--- src/rtl/dpba_pkg.sv ---
package dpba_pkg;

    typedef enum logic [1:0] {
        WIN_NONE  = 2'd0,
        WIN_LEFT  = 2'd1,
        WIN_RIGHT = 2'd2
    } win_e;

    typedef struct packed {
        logic hit;
        win_e winner;
    } arb_t;

    typedef struct packed {
        logic sel;
        logic we;
        logic busy_n;
    } port_out_t;

    localparam int unsigned SIDES = 2;

    // A continuing holder beats a newcomer; a tie of two continuing ports
    // keeps the earlier winner; a tie of two new ports goes to the left.
    function automatic win_e pick_winner(input logic l_cont, input logic r_cont,
                                         input arb_t prev);
        if (l_cont && !r_cont)
            return WIN_LEFT;
        else if (r_cont && !l_cont)
            return WIN_RIGHT;
        else if (l_cont && r_cont && prev.hit)
            return prev.winner;
        else
            return WIN_LEFT;
    endfunction

endpackage

--- src/rtl/dpba_collide.sv ---
module dpba_collide #(
    parameter int unsigned ADDR_W = 13
) (
    input  logic              clk,
    input  logic              rst,
    input  logic              l_en,
    input  logic [ADDR_W-1:0] l_addr,
    input  logic              r_en,
    input  logic [ADDR_W-1:0] r_addr,
    output logic              hit,
    output logic              l_cont,
    output logic              r_cont
);
    logic              l_en_q, r_en_q;
    logic [ADDR_W-1:0] l_addr_q, r_addr_q;

    always_ff @(posedge clk) begin
        if (rst) begin
            l_en_q   <= 1'b0;
            r_en_q   <= 1'b0;
            l_addr_q <= '0;
            r_addr_q <= '0;
        end else begin
            l_en_q   <= l_en;
            r_en_q   <= r_en;
            l_addr_q <= l_addr;
            r_addr_q <= r_addr;
        end
    end

    always_comb begin
        hit    = l_en && r_en && (l_addr == r_addr);
        l_cont = l_en && l_en_q && (l_addr == l_addr_q);
        r_cont = r_en && r_en_q && (r_addr == r_addr_q);
    end

endmodule

--- src/rtl/dpba_owner.sv ---
module dpba_owner
    import dpba_pkg::*;
(
    input  logic clk,
    input  logic rst,
    input  logic master,
    input  logic hit,
    input  logic l_cont,
    input  logic r_cont,
    output arb_t arb_d
);
    arb_t arb_q;

    always_comb begin
        arb_d = '{hit: 1'b0, winner: WIN_NONE};
        if (master && hit) begin
            arb_d.hit    = 1'b1;
            arb_d.winner = pick_winner(l_cont, r_cont, arb_q);
        end
    end

    always_ff @(posedge clk) begin
        if (rst) arb_q <= '{hit: 1'b0, winner: WIN_NONE};
        else     arb_q <= arb_d;
    end

    // a collision always names a real winner
    a_r1_winner_named: assert property (@(posedge clk) disable iff (rst)
        arb_d.hit |-> (arb_d.winner == WIN_LEFT || arb_d.winner == WIN_RIGHT));

    // a left holder that keeps its access keeps the grant
    a_r6_left_holds: assert property (@(posedge clk) disable iff (rst)
        master && hit && arb_q.hit && arb_q.winner == WIN_LEFT && l_cont
        |-> arb_d.winner == WIN_LEFT);

    // a right holder that keeps its access keeps the grant
    a_r6_right_holds: assert property (@(posedge clk) disable iff (rst)
        master && hit && arb_q.hit && arb_q.winner == WIN_RIGHT && r_cont
        |-> arb_d.winner == WIN_RIGHT);

endmodule

--- src/rtl/dpba_gate.sv ---
module dpba_gate
    import dpba_pkg::*;
(
    input  logic      clk,
    input  logic      rst,
    input  logic      master,
    input  logic      en,
    input  logic      wr,
    input  logic      lose,
    input  logic      busy_in_n,
    output port_out_t q
);
    logic allow;

    always_comb allow = master ? !lose : busy_in_n;

    always_ff @(posedge clk) begin
        if (rst) begin
            q <= '{sel: 1'b0, we: 1'b0, busy_n: 1'b1};
        end else begin
            q.sel    <= en;
            q.we     <= en && wr && allow;
            q.busy_n <= !(master && lose);
        end
    end

    // a strobe toward the array only ever comes with a select
    a_r3_we_with_sel: assert property (@(posedge clk) disable iff (rst)
        q.we |-> q.sel);

    // a losing side in master mode never writes
    a_r3_loser_no_write: assert property (@(posedge clk) disable iff (rst)
        master && lose |=> !q.we && !q.busy_n);

endmodule

--- src/rtl/dp_busy_arbiter.sv ---
module dp_busy_arbiter
    import dpba_pkg::*;
#(
    parameter int unsigned ADDR_W = 13
) (
    input  logic              clk,
    input  logic              rst,
    input  logic              master_mode,
    input  logic              l_en,
    input  logic              l_wr,
    input  logic [ADDR_W-1:0] l_addr,
    input  logic              r_en,
    input  logic              r_wr,
    input  logic [ADDR_W-1:0] r_addr,
    input  logic              l_busy_in_n,
    input  logic              r_busy_in_n,
    output logic              l_busy_out_n,
    output logic              r_busy_out_n,
    output logic              l_mem_sel,
    output logic              l_mem_we,
    output logic              r_mem_sel,
    output logic              r_mem_we
);
    logic hit, l_cont, r_cont;
    arb_t arb_d;

    logic      side_en   [SIDES];
    logic      side_wr   [SIDES];
    logic      side_bin  [SIDES];
    port_out_t side_q    [SIDES];

    always_comb begin
        side_en[0]  = l_en;        side_en[1]  = r_en;
        side_wr[0]  = l_wr;        side_wr[1]  = r_wr;
        side_bin[0] = l_busy_in_n; side_bin[1] = r_busy_in_n;
    end

    dpba_collide #(.ADDR_W(ADDR_W)) u_collide (
        .clk(clk), .rst(rst),
        .l_en(l_en), .l_addr(l_addr),
        .r_en(r_en), .r_addr(r_addr),
        .hit(hit), .l_cont(l_cont), .r_cont(r_cont)
    );

    dpba_owner u_owner (
        .clk(clk), .rst(rst), .master(master_mode),
        .hit(hit), .l_cont(l_cont), .r_cont(r_cont),
        .arb_d(arb_d)
    );

    for (genvar i = 0; i < SIDES; i++) begin : g_side
        localparam win_e OTHER = (i == 0) ? WIN_RIGHT : WIN_LEFT;
        logic lose;
        always_comb lose = arb_d.hit && (arb_d.winner == OTHER);

        dpba_gate u_gate (
            .clk(clk), .rst(rst), .master(master_mode),
            .en(side_en[i]), .wr(side_wr[i]), .lose(lose),
            .busy_in_n(side_bin[i]), .q(side_q[i])
        );
    end

    always_comb begin
        l_busy_out_n = side_q[0].busy_n;
        r_busy_out_n = side_q[1].busy_n;
        l_mem_sel    = side_q[0].sel;
        l_mem_we     = side_q[0].we;
        r_mem_sel    = side_q[1].sel;
        r_mem_we     = side_q[1].we;
    end

    // one collision yields exactly one busy side
    a_r1_single_busy: assert property (@(posedge clk) disable iff (rst)
        master_mode && l_en && r_en && (l_addr == r_addr)
        |=> (l_busy_out_n != r_busy_out_n));

    // no collision leaves both sides free
    a_r2_no_hit_free: assert property (@(posedge clk) disable iff (rst)
        !(l_en && r_en && (l_addr == r_addr))
        |=> (l_busy_out_n && r_busy_out_n));

    // reads proceed, the select follows the enable
    a_r7_sel_follows: assert property (@(posedge clk) disable iff (rst)
        1'b1 |=> (l_mem_sel == $past(l_en)) && (r_mem_sel == $past(r_en)));

    // in slave mode a low inhibit pin blocks that side's write
    a_r8_slave_inhibit: assert property (@(posedge clk) disable iff (rst)
        !master_mode && (!l_busy_in_n || !r_busy_in_n)
        |=> (l_busy_in_n || !$past(l_busy_in_n) ? 1'b1 : 1'b1)
            && !($past(!l_busy_in_n) && l_mem_we)
            && !($past(!r_busy_in_n) && r_mem_we));

    // slave mode never drives busy
    a_r8_slave_quiet: assert property (@(posedge clk) disable iff (rst)
        !master_mode |=> l_busy_out_n && r_busy_out_n);

endmodule

--- config.mk ---
export PLATFORM = sky130hd
export DESIGN_NAME = dp_busy_arbiter
export DESIGN_NICKNAME = d
export VERILOG_FILES = /design/src/rtl/dpba_pkg.sv /design/src/rtl/dpba_collide.sv /design/src/rtl/dpba_owner.sv /design/src/rtl/dpba_gate.sv /design/src/rtl/dp_busy_arbiter.sv
export SDC_FILE = /design/constraint.sdc
export NUM_CORES = 1
export LEC_CHECK = 0
export ABC_AREA = 1
export BUFFER_PORTS_ARGS = -buffer_cell sky130_fd_sc_hd__buf_2
export CORE_MARGIN = 5
export CORE_UTILIZATION = 45
export DETAILED_ROUTE_END_ITERATION = 16
export GPL_TIMING_DRIVEN = 1
export PLACE_DENSITY = 0.68
export SLEW_MARGIN = 20
export SYNTH_ARGS = -nofsm -noshare
export SYNTH_HDL_FRONTEND = slang
export SYNTH_SLANG_ARGS = --single-unit
--- constraint.sdc ---
create_clock -name clk -period 3 [get_ports clk]
set_input_delay 0.3 -clock clk [delete_from_list [all_inputs] [get_ports clk]]
set_output_delay 0.3 -clock clk [all_outputs]
set_load 0.05 [all_outputs]
; ---- Word-level counts from Yosys, hierarchy flattened
; Cells that the tools add are included.
[word_totals]
regBits = 35
inputBits = 35
wordCells = 46
[op_classes]
eq_ne = 5
muxes = 6
n_reduce_logical = 25
[ops]
columns = cell, count
row1 = $eq 13x13->1, 3
row2 = $logic_and 1x1->1, 19
row3 = $logic_not 1->1, 6
row4 = $mux 2, 3
row5 = $mux 3, 1
row6 = $eq 2x1->1 const B, 1
row7 = $eq 2x2->1 const B, 1
row8 = $mux 1, 2

; ---- Logic depth before layout (Yosys ltp)
; Gate-level depths: netlist of the first run.
[logic_depth]
depth_word = 13
ltp_mapped = 14

; ---- By module
; Synthesis of the first run repeated with hierarchy kept, for this count alone.
[unflattened]
hier_cells = 277
hier_area_um2 = 1767.9
[by_module_without_submodules]
columns = module, instances, cells_each, area_per_inst_um2, seq_area_each_um2
row1 = dpba_collide, 1, 233, 1413.9, 560.5
row2 = dpba_gate, 2, 11, 98.8, 60.1
row3 = dpba_owner, 1, 18, 141.4, 60.1
row4 = dp_busy_arbiter, 1, 4, 15.0, 0.0

; ---- Least setup slack after synthesis of the first run
; No wires, ideal clock.
[synth_timing]
kind = reg-to-reg
from = register g_side[0].u_gate.q[2] (netlist name)
to = register g_side[0].u_gate.q[1] (netlist name)
t_arrival_ns = 1.535
required_ns = 2.882
path_slack_ns = 1.347
stages_incl_launch_ff = 14
synth_period_minus_slack_ns = 1.653
path_cell_list = dfxtp_1 nand2_1 inv_1 nand2_1 nor2_1 nand2_1 nor2_2 nand2_2 nor2_1 nand2_1 nand2_2 nand2_1 nor2_1 nor2_1
[synth_rtl]
columns = item, line_no
row1 = end signal: assignment, dpba_gate.sv:19  ; q <= '{sel: 1'b0, we: 1'b0, busy_n: 1'b1};
row2 = end: declaration, dpba_gate.sv:11  ; output port_out_t q

; ---- Worst setup path in the final report of the first run
[layout_timing]
from = register u_collide.r_addr_q[0]
to = register g_side[0].u_gate.q[1] (netlist name)
[layout_between]
elab_chain_cells = 13
[layout_rtl]
columns = item, line_no
row1 = start: declaration, dpba_collide.sv:15  ; logic [ADDR_W-1:0] l_addr_q, r_addr_q;
row2 = start signal: assignment, dpba_collide.sv:27  ; r_addr_q <= r_addr;
row3 = $eq 13x13->1 *, dpba_collide.sv:34  ; r_cont = r_en && r_en_q && (r_addr == r_addr_q);
row4 = $logic_and 1x1->1 *, dpba_collide.sv:34
row5 = $logic_and 1x1->1 (2 in series), dpba_pkg.sv:30  ; else if (l_cont && r_cont && prev.hit)
row6 = $mux 2, dpba_pkg.sv:30
row7 = $mux 2, dpba_pkg.sv:28  ; else if (r_cont && !l_cont)
row8 = $mux 2 *, dpba_pkg.sv:26  ; if (l_cont && !r_cont)
row9 = $mux 3 *, dpba_owner.sv:16  ; if (master && hit) begin
row10 = $eq 2x2->1 *, dp_busy_arbiter.sv:54  ; always_comb lose = arb_d.hit && (arb_d.winner == OTHER);
row11 = $logic_and 1x1->1 *, dp_busy_arbiter.sv:54
row12 = $logic_not 1->1 *, dpba_gate.sv:15  ; always_comb allow = master ? !lose : busy_in_n;
row13 = $mux 1 *, dpba_gate.sv:15
row14 = $logic_and 1x1->1 *, dpba_gate.sv:22  ; q.we <= en && wr && allow;
; Mark *: on every way between the ends. The rest lies on a longest branch, timed or not.
; A chain may end at the register's enable or synchronous reset.

==> impl_metrics.py, run 1 <==
metrics = {
    "yosys": {
        "netlist_top_cells_area": "dfxtp_1, nand2_1, nor2_1, inv_1, nand2_2",
        "ys_seq_area_frac": 0.383,
        "synth_area_per_cell_um2": 6.26,
        "synth_area_um2": 1830,
        "ys_warn_count": 0,
        "ys_ff_latch": 35,
        "post-synth-top-area-cell": "dfxtp_1",
        "synth_top_cell_area_share": 0.383,
        "syn-num-nets": 327,
        "yosysUniqueCellTypes": 22,
        "synth_cells": 292,
    },
    "routing": {
        "vias": 1732,
        "drt-pass1-iter-count": 4,
        "viasPerCell": 4.48,
        "drc": 0,
        "wirelength_um": 3950,
        "drtAntennaViolNets": 0,
        "drtIter0Drc": 85,
        "avgRoutedWirePerCell_um": 10.2,
    },
    "global_routing": {
        "antenna_found_initial": 0,
        "grt_pass1_wl_um": 6770,
        "grt_pass1_vias": 1653,
        "grt_use_total": 0.162,
        "overflow": 0,
        "grt_max_degree": 32,
    },
    "placed_design": {
        "place_inst": 379,
        "place_hpwl_um": 3190,
        "gp_congestion": 0.774,
        "place_ws_ns": 1.40,
        "placement.io_buffers": 40,
    },
    "worst_setup_path": {
        "end_kind": "register",
        "worstSetupPathType": "register to register",
        "path_max_fanout": 4,
        "cp.depth": 13,
        "critPathRequiredTime_ns": 3.17,
        "slowest_delay_ns": 0.34,
        "startpoint_type": "register",
        "crit_family": "simple AND/OR/NAND/NOR gates",
        "crit_slowest_cell": "dfxtp_1",
        "path_buf_inv": 1,
        "cp.arrival_ns": 1.62,
        "path_cells": "inv_1 -> nand2_1 -> nand2_1 -> nor2_4 -> nand2_1 -> nor2_1 -> nand2_1 -> nor2_1 -> nand2_1 -> nand2_2 -> nand2_1 -> nor2_1 -> nor2_1",
        "rr_worst_depth": 13,
        "crit_top_cell": "nand2_1",
    },
    "timing": {
        "setup_tns_ns": 0,
        "hold_viol_final": 0,
        "hold_slack_ns": 0.258,
        "rsz0062_at_grt": "no",
        "worst_slew_pin_slew_ns": 0.621,
        "period_share": 0.484,
        "period_minus_slack_ns": 1.45,
        "setup_viol": 0,
        "slew_violations": 0,
        "timing.final.ws_setup_ns": 1.55,
        "fmax_ghz": 0.689,
        "skew_ns": 0.00671,
        "slew_headroom": 0.586,
    },
    "clock_network": {
        "cts_tree": "yes",
        "cts-buffers-inserted": 5,
        "cts_htree_levels": 2,
        "cts_sinks": 35,
        "ctsHoldBuffers": 0,
        "clk_pin_slew_ns": 0.07,
        "cts_resized": 0,
        "cts-root-buf": "clkbuf_8",
        "cts_setup_buffers": 0,
        "insertion_delay_ns": 0.28,
        "clk_path_buf_depth": 2,
    },
    "floorplanning": {
        "ios": 41,
        "core_area_um2": 3970,
        "die_area_um2": 5440,
        "die_w_um": 73.8,
        "num_rows": 23,
        "initial_core_util": 0.461,
        "die_h_um": 73.8,
    },
    "final_layout": {
        "nets": 371,
        "nFillCells": 424,
        "n_antenna_cell": 0,
        "final_layout_size_suffix_gt1_frac": 0.261,
        "fin_cells": 387,
        "area_delta_synth_final_pct": 17.8,
    },
    "worst_hold_path": {
        "hold_class": "input port to register",
        "hold-path-cell-count": 3,
    },
    "power_and_ir_drop": {
        "power_density_nw_per_um2": 454,
        "p_leak_nw": 1.15,
        "vdd_ir_drop_max_mv": 0.297,
    },
    "run": {
        "cap_viol_max_count": 0,
    },
    "outcome": {
        "status": "finished, final reports clean",
    },
}
[final cells by class]
| class | count | area [µm²] | share of cell area |
|---|---|---|---|
| Sequential cell | 35 | 701 | 0.325 |
| Tap cell | 50 | 62.6 | 0.0290 |
| Clock inverter | 1 | 5.00 | 0.00232 |
| Inverter | 58 | 218 | 0.101 |
| Timing Repair Buffer | 40 | 200 | 0.0929 |
| Clock buffer | 7 | 76.3 | 0.0354 |
| Multi-Input combinational cell | 196 | 892 | 0.414 |
[per-layer routing]
layer | part of all wire | up-vias | GRT usage | routed length [µm]
met5 | 0 | - | 0 | 0
met3 | 0.049 | 4 | 0.0451 | 193
li1 | - | 935 | - | -
met4 | 0.0063 | 0 | 0.0362 | 25
met1 | 0.45 | 766 | 0.199 | 1790
met2 | 0.49 | 27 | 0.279 | 1940
[placed cells by master (no fill, tap or decap), drive strengths merged]
master  synthesis  routed
xor2            3       3
nor2           63      63
buf             1      40
inv            56      56
clkinv          2       3
o211ai          3       3
nand3           4       4
a21oi           4       4
nand4           1       1
o21ai          11      11
xnor2           1       1
dfxtp          35      35
clkbuf          2       7
nand2         106     106
[synthesized netlist by cell type (all sizes together)]
library cell	n
buf	1
a21oi	4
o211ai	3
dfxtp	35
nor2	63
xor2	3
nand3	4
clkinv	2
o21ai	11
inv	56
xnor2	1
nand2	106
clkbuf	2
nand4	1
[state kept, by name, indices dropped and copies added, names as in the netlist]
signal              count
g_side.u_gate.q         5
u_collide.l_addr_q     13
u_collide.r_addr_q     13
u_collide.r_en_q        1
u_owner.arb_q           3
[worst paths after layout]
check / start / end / slack (ns)
hold / removal: l_en / g_side[0].u_gate.q[2]$_SDFF_PP0_ / 0.26
hold reg to reg: u_owner.arb_q[0]$_SDFF_PP0_ / g_side[0].u_gate.q[0]$_SDFF_PP1_ / 0.59
setup reg to reg: u_collide.r_addr_q[0]$_SDFF_PP0_ / g_side[0].u_gate.q[1]$_SDFF_PP0_ / 1.55
setup / recovery: u_collide.r_addr_q[0]$_SDFF_PP0_ / g_side[0].u_gate.q[1]$_SDFF_PP0_ / 1.55
[worst reg2reg max path: stages, from the launching register on]
cell and delay [ns]:
dfxtp_1 0.34, inv_1 0.04, nand2_1 0.05, nand2_1 0.11
nor2_4 0.11, nand2_1 0.06, nor2_1 0.08, nand2_1 0.07
nor2_1 0.10, nand2_1 0.07, nand2_2 0.11, nand2_1 0.07
nor2_1 0.10, nor2_1 0.05
[through the flow]
step | utilization | power (mW) | instance area [µm²]
final | 0.543 | 0.978 | 2150
after global routing | 0.543 | 1.03 | 2150
after CTS | 0.543 | 0.987 | 2150
after detailed placement | 0.522 | 0.664 | 2070
after global placement | 0.522 | 0.662 | 2070
after floorplan | - | 0.607 | 1830
[report_power, final]
part | leakage [nW] | switching (mW) | total (mW) | internal [mW]
clock | 0.0422 | 0.163 | 0.326 | 0.163
combinational | 0.821 | 0.0984 | 0.156 | 0.0575
sequential | 0.290 | 0.0102 | 0.496 | 0.486
total | 1.15 | 0.271 | 0.978 | 0.706
[logic make-up (layout without fill, tap and decap cells)]
kind of cell	Yosys count	in the layout	synth area share
xor+xnor	4	4	0.0192
compound gates	18	18	0.0595
buf+inv	61	106	0.129
flops	35	35	0.383
simple gates	174	174	0.409
(Power assumes the default switching activity.)
==> run 2, diff against run 1 <==
--- a/config.mk
+++ b/config.mk
@@ -11,7 +11,7 @@
 export CORE_UTILIZATION = 45
 export DETAILED_ROUTE_END_ITERATION = 16
 export GPL_TIMING_DRIVEN = 1
-export PLACE_DENSITY = 0.68
+export PLACE_DENSITY = 0.71
 export SLEW_MARGIN = 20
 export SYNTH_ARGS = -nofsm -noshare
 export SYNTH_HDL_FRONTEND = slang
==> constraint.sdc (replaced) <==
create_clock -name clk -period 1.3 [get_ports clk]
set_input_delay 0.13 -clock clk [delete_from_list [all_inputs] [get_ports clk]]
set_output_delay 0.13 -clock clk [all_outputs]
set_load 0.05 [all_outputs]
==> run 2 against run 1 <==
  * The run now ends with setup timing left
  * Utilization grew 4.1 points
  * Register-to-register slack lost 1.7 ns
  * Critical endpoint unchanged
  * Total power grew 140%
  * Routed wire length is 0.18% higher
  * Final area increased by 7.6%
  * Sequential cell count is the same
  * Via count decreased by 0.52%
  * Non-clock buffer count increased by 15
  * First-iteration DRC count decreased by 20%
==> impl_metrics.py, run 2 (synthesis gave the netlist of run 1 again) <==
metrics = {
    "final_layout": {
        "nFillCells": 371,
        "final_layout_size_suffix_gt1_frac": 0.358,
        "final_common_cell": "nand2_1",
        "seqCellArea_um2": 719,
        "reg_top3": "u_collide.l_addr_q (13), u_collide.r_addr_q (13), g_side.u_gate.q (5)",
        "multi_input_area_um2": 917,
        "final_cell_mix": "nand2_1, nor2_1, inv_1, buf_2, dfxtp_1",
        "nets": 386,
        "area_delta_synth_final_pct": 26.7,
        "fin_area_um2": 2320,
        "n_antenna_cell": 0,
    },
    "timing": {
        "hold_viol_final": 0,
        "period_minus_slack_ns": 1.42,
        "slew_violations": 0,
        "setup_tns_ns": -0.338,
        "fmax_ghz": 0.705,
        "period_share": 1.09,
        "rsz0062_at_grt": "yes",
        "slew_headroom": 0.834,
        "worst_slew_pin_slew_ns": 0.248,
        "skew_ns": 0.00867,
        "setup_viol": 5,
        "timing.final.ws_setup_ns": -0.119,
    },
    "floorplanning": {
        "die_h_um": 73.8,
        "num_rows": 23,
        "initial_core_util": 0.461,
        "ios": 41,
        "die_w_um": 73.8,
        "die_area_um2": 5440,
        "core_area_um2": 3970,
    },
    "clock_network": {
        "ctsHoldBuffers": 0,
        "cts_sinks": 35,
        "cts-root-buf": "clkbuf_8",
        "cts-buffers-inserted": 5,
        "clk_path_buf_depth": 2,
        "cts_tree": "yes",
        "cts_htree_levels": 2,
        "clk_pin_slew_ns": 0.08,
        "insertion_delay_ns": 0.29,
    },
    "global_routing": {
        "busiest_layer": "met2",
        "grt_pass1_vias": 1619,
        "grt_max_degree": 24,
        "grtUsageMet2": 0.265,
        "grt_use_total": 0.162,
        "grtUsageMet1": 0.204,
        "antenna_found_initial": 0,
        "grt_pass1_wl_um": 6760,
        "overflow": 0,
        "grt_util_met3": 0.0438,
    },
    "worst_setup_path": {
        "crit_top_cell": "nand2_1",
        "end_kind": "register",
        "reg2reg_slack_ns": -0.12,
        "crit_slowest_cell": "dfxtp_2",
        "slowest_delay_ns": 0.32,
        "path_max_fanout": 4,
        "path_cells": "inv_1 -> nand2_1 -> nand2_1 -> nor2_2 -> nand2_1 -> nor2_2 -> nand2_2 -> nor2_1 -> nand2_1 -> nand2_2 -> nand2_1 -> nor2_1 -> nor2_1",
        "worstSetupPathType": "register to register",
        "startpoint_type": "register",
        "cp.arrival_ns": 1.60,
        "path_buf_inv": 1,
        "critPathRequiredTime_ns": 1.48,
        "crit_family": "simple AND/OR/NAND/NOR gates",
    },
    "routing": {
        "vias": 1723,
        "drt-pass1-iter-count": 4,
        "wirelength_um": 3960,
        "drc": 0,
        "viasPerCell": 4.29,
        "drtAntennaViolNets": 0,
        "drtIter0Drc": 68,
        "avgRoutedWirePerCell_um": 9.84,
    },
    "power_and_ir_drop": {
        "p_sw_frac": 0.288,
        "vdd_ir_drop_max_mv": 0.571,
        "clkPwrFrac": 0.337,
        "power_frac_seq": 0.493,
        "power_frac_comb": 0.170,
        "p_leak_nw": 1.23,
        "intPower_mw": 1.65,
        "p_switching_mw": 0.669,
        "power_density_nw_per_um2": 1000,
    },
    "placed_design": {
        "place_hpwl_um": 3210,
        "placement.io_buffers": 40,
        "gp_congestion": 0.856,
        "placed_area_um2": 2190,
    },
    "run": {
        "cap_viol_max_count": 0,
    },
    "outcome": {
        "status": "finished, violations left",
        "failed_checks": "setup timing",
    },
    "worst_hold_path": {
        "hold_class": "input port to register",
    },
}
run 2: cell count changes in the layout (fill, tap and decap cells not counted), sizes merged:
cell	previous run	this run
buf	40	55
clkbuf	7	5
clkinvlp	0	2
run 2: stage by stage:
step / hold WS, ns / util / instances / setup WS (ns) / total power [mW]
after global routing: 0.0797 / 0.584 / 402 / -0.278 / 2.45
after floorplan: 0.203 / - / 292 / -0.0919 / 1.40
final: 0.0743 / 0.584 / 402 / -0.119 / 2.32
after CTS: 0.0677 / 0.581 / 402 / -0.102 / 2.35
after global placement: 0.373 / 0.550 / 393 / -0.0985 / 1.55
after detailed placement: 0.376 / 0.550 / 393 / -0.154 / 1.56
run 2: final timing paths:
| path | startpoint | end | depth (start not counted) |
|---|---|---|---|
| max | u_collide.l_addr_q[10]$_SDFF_PP0_ | g_side[0].u_gate.q[1]$_SDFF_PP0_ | 13 |
| min | r_addr[0] | u_collide.r_addr_q[0]$_SDFF_PP0_ | 3 |
| max reg2reg | u_collide.l_addr_q[10]$_SDFF_PP0_ | g_side[0].u_gate.q[1]$_SDFF_PP0_ | 13 |
| min reg2reg | u_owner.arb_q[1]$_SDFF_PP0_ | u_owner.arb_q[1]$_SDFF_PP0_ | 4 |
run 2: power by group through the flow:
stage	Clock [mW]	Sequential, mW	Combinational [mW]
floorplan	0	1.18	0.217
global placement	0	1.16	0.386
detailed placement	0	1.17	0.390
CTS	0.809	1.14	0.396
global route	0.847	1.15	0.453
finish	0.782	1.14	0.396
run 2: what timing repair did:
action / 4_1_cts / 5_1_grt
gates resized for setup: 12 / 7
endpoints found under the setup margin: 6 / 6
pin swaps: 3 / 5
endpoints found under the hold margin: 0 / 0
setup buffers: 1 / 0
run 2: routing by layer:
metal,up-vias,routed length [µm]
li1,965,-
met1,721,1900
met2,29,1830
met3,8,165
met4,0,67
met5,-,0
run 2: cell type report:
class / count / share of cell area
inverter: 58 / 0.0939
clock buffer: 5 / 0.0297
sequential: 35 / 0.310
timing repair buffer: 55 / 0.135
tap: 50 / 0.0270
multi-input combinational: 196 / 0.396
clock inverter: 3 / 0.00863
run 2: worst reg2reg max path, stage by stage (launching register included):
cell and delay (ns):
dfxtp_2 0.32, inv_1 0.04, nand2_1 0.04, nand2_1 0.06, nor2_2 0.13, nand2_1 0.07, nor2_2 0.11, nand2_2 0.09
nor2_1 0.11, nand2_1 0.07, nand2_2 0.09, nand2_1 0.06, nor2_1 0.08, nor2_1 0.04
==> run 3, diff against run 2 <==
--- a/config.mk
+++ b/config.mk
@@ -7,11 +7,13 @@
 export LEC_CHECK = 0
 export ABC_AREA = 1
 export BUFFER_PORTS_ARGS = -buffer_cell sky130_fd_sc_hd__buf_2
+export CELL_PAD_IN_SITES_DETAIL_PLACEMENT = 1
+export CELL_PAD_IN_SITES_GLOBAL_PLACEMENT = 2
 export CORE_MARGIN = 5
-export CORE_UTILIZATION = 45
+export CORE_UTILIZATION = 25
 export DETAILED_ROUTE_END_ITERATION = 16
 export GPL_TIMING_DRIVEN = 1
-export PLACE_DENSITY = 0.71
+export PLACE_DENSITY_LB_ADDON = 0.1
 export SLEW_MARGIN = 20
 export SYNTH_ARGS = -nofsm -noshare
 export SYNTH_HDL_FRONTEND = slang
==> run 3 against run 2 <==
  * The flow still finishes with violations (setup timing)
  * First-iteration DRC count shrank 26%
  * Sequential share of layout area shrank 1.8 points
  * Clock skew shrank 0.0057 ns
  * Final area grew 6.5%
  * Register-to-register slack lost 0.03 ns
  * Critical endpoint unchanged
  * Largest cell class unchanged
  * Highest routed layer unchanged
==> impl_metrics.py, run 3 (synthesis gave the netlist of run 1 again) <==
metrics = {
    "worst_setup_path": {
        "worstSetupPathType": "register to register",
        "slowest_delay_ns": 0.34,
        "path_buf_inv": 1,
        "startpoint_type": "register",
        "cp.arrival_ns": 1.64,
        "crit_slowest_cell": "dfxtp_2",
        "end_kind": "register",
        "path_max_fanout": 4,
        "critPathRequiredTime_ns": 1.49,
        "crit_top_cell": "nand2_2",
        "path_cells": "inv_2 -> nand2_2 -> nand2_2 -> nor2_4 -> nand2_2 -> nor2_2 -> nand2_1 -> nor2_2 -> nand2_1 -> nand2_2 -> nand2_2 -> nor2_2 -> nor2_1",
        "crit_family": "simple AND/OR/NAND/NOR gates",
    },
    "routing": {
        "drc": 0,
        "drtIter0Drc": 50,
        "vias": 1840,
        "drt-pass1-iter-count": 4,
        "viasPerCell": 4.04,
        "drt-met1-wl_um": 2450,
        "wirelength_um": 5200,
        "met3_length_um": 114,
        "drtAntennaViolNets": 0,
        "routed.top_layer": "met4",
        "route.met2.wl_um": 2550,
        "avgRoutedWirePerCell_um": 11.4,
    },
    "clock_network": {
        "cts_sinks": 35,
        "cts_tree": "yes",
        "cts-buffers-inserted": 5,
        "cts_htree_levels": 2,
        "clk_pin_slew_ns": 0.07,
        "ctsHoldBuffers": 0,
        "clk_path_buf_depth": 2,
        "insertion_delay_ns": 0.29,
        "cts-root-buf": "clkbuf_8",
    },
    "floorplanning": {
        "initial_core_util": 0.255,
        "num_rows": 31,
        "die_w_um": 95.5,
        "die_h_um": 95.5,
        "ios": 41,
        "core_area_um2": 7180,
        "die_area_um2": 9130,
    },
    "final_layout": {
        "final_layout_size_suffix_gt1_frac": 0.413,
        "final_cell_mix": "nand2_1, nor2_1, buf_2, inv_1",
        "nets": 390,
        "fin_cells": 455,
        "n_antenna_cell": 0,
        "reg_top3": "u_collide.l_addr_q (13), u_collide.r_addr_q (13), g_side.u_gate.q (5)",
        "nFillCells": 949,
        "area_delta_synth_final_pct": 35.0,
        "final_common_cell": "nand2_1",
    },
    "global_routing": {
        "grt_pass1_wl_um": 8800,
        "grt_pass1_vias": 1918,
        "overflow": 0,
        "grt_use_total": 0.128,
        "grt_max_degree": 18,
        "antenna_found_initial": 0,
    },
    "outcome": {
        "failed_checks": "setup timing",
        "status": "finished, violations left",
    },
    "power_and_ir_drop": {
        "p_leak_nw": 1.26,
        "vdd_ir_drop_max_mv": 0.367,
        "power_density_nw_per_um2": 1000,
        "power_frac_comb": 0.174,
        "p_sw_frac": 0.282,
        "power_frac_seq": 0.462,
        "clkPwrFrac": 0.363,
        "intPower_mw": 1.78,
        "power_mw": 2.48,
        "p_switching_mw": 0.700,
    },
    "worst_hold_path": {
        "hold_class": "input port to register",
    },
    "timing": {
        "rsz0062_at_grt": "yes",
        "timing.final.ws_setup_ns": -0.150,
        "setup_viol": 6,
        "period_minus_slack_ns": 1.45,
        "fmax_ghz": 0.690,
        "hold_viol_final": 0,
        "slew_violations": 0,
        "period_share": 1.12,
        "slew_headroom": 0.731,
        "skew_ns": 0.00292,
        "worst_slew_pin_slew_ns": 0.403,
    },
    "placed_design": {
        "place_inst": 446,
        "place_ws_ns": -0.193,
        "placement.io_buffers": 40,
        "place_hpwl_um": 4310,
        "gp_congestion": 0.697,
    },
    "run": {
        "cap_viol_max_count": 0,
    },
}
## run 3: changes by cell type in the layout (fill, tap and decap cells not counted), sizes merged
cell      before  now
clkinvlp       2    0
clkinv         3    2
clkbuf         5    8
buf           55   59
## run 3: cell type report
cell class | instances | area, µm² | area share
inverter | 58 | 218 | 0.0882
tap | 99 | 124 | 0.0502
multi-input combinational | 196 | 947 | 0.384
timing repair buffer | 59 | 359 | 0.145
sequential | 35 | 721 | 0.292
clock buffer | 8 | 100 | 0.0405
## run 3: power groups by stage
stage                     clock network [mW]  registers [mW]  logic [mW]
after global routing                   0.995            1.15       0.499
after floorplan                            0            1.18       0.217
after CTS                              0.956            1.15       0.435
after detailed placement                   0            1.17       0.427
after global placement                     0            1.17       0.423
final                                  0.902            1.15       0.433
## run 3: final timing paths
kind,end,slack [ns],cells past startpoint,startpoint
min reg2reg,u_owner.arb_q[1]$_SDFF_PP0_,0.62,4,u_owner.arb_q[1]$_SDFF_PP0_
min,g_side[0].u_gate.q[2]$_SDFF_PP0_,0.07,3,l_en
max,g_side[0].u_gate.q[1]$_SDFF_PP0_,-0.15,13,u_collide.r_addr_q[0]$_SDFF_PP0_
max reg2reg,g_side[0].u_gate.q[1]$_SDFF_PP0_,-0.15,13,u_collide.r_addr_q[0]$_SDFF_PP0_
## run 3: stage by stage
stage,hold slack (ns),TNS [ns],utilization,instance area (µm²)
2_1_floorplan,0.203,-0.242,-,1840
3_3_place_gp,0.381,-0.580,0.319,2290
3_5_place_dp,0.385,-0.745,0.319,2290
4_1_cts,0.0676,-0.474,0.338,2420
5_1_grt,0.0757,-1.46,0.344,2470
6_report,0.0739,-0.525,0.344,2470
## run 3: worst register-to-register path: cells and delay by family (launching register included)
kind	cells	cell delay, ns
simple gates	12	0.97
flops	1	0.34
buf+inv	1	0.03
## run 3: timing repair
| action | in CTS | in global routing |
|---|---|---|
| setup endpoints to repair | 6 | 6 |
| gates resized for setup | 18 | 21 |
| pin swaps | 0 | 20 |
| setup buffers | 0 | 1 |
| gates cloned | 0 | 0 |
## run 3: routing by layer
metal,vias to the layer above,global-route usage
met5,-,0
met4,0,0.0498
met3,8,0.0292
met2,19,0.212
met1,838,0.161
li1,975,-
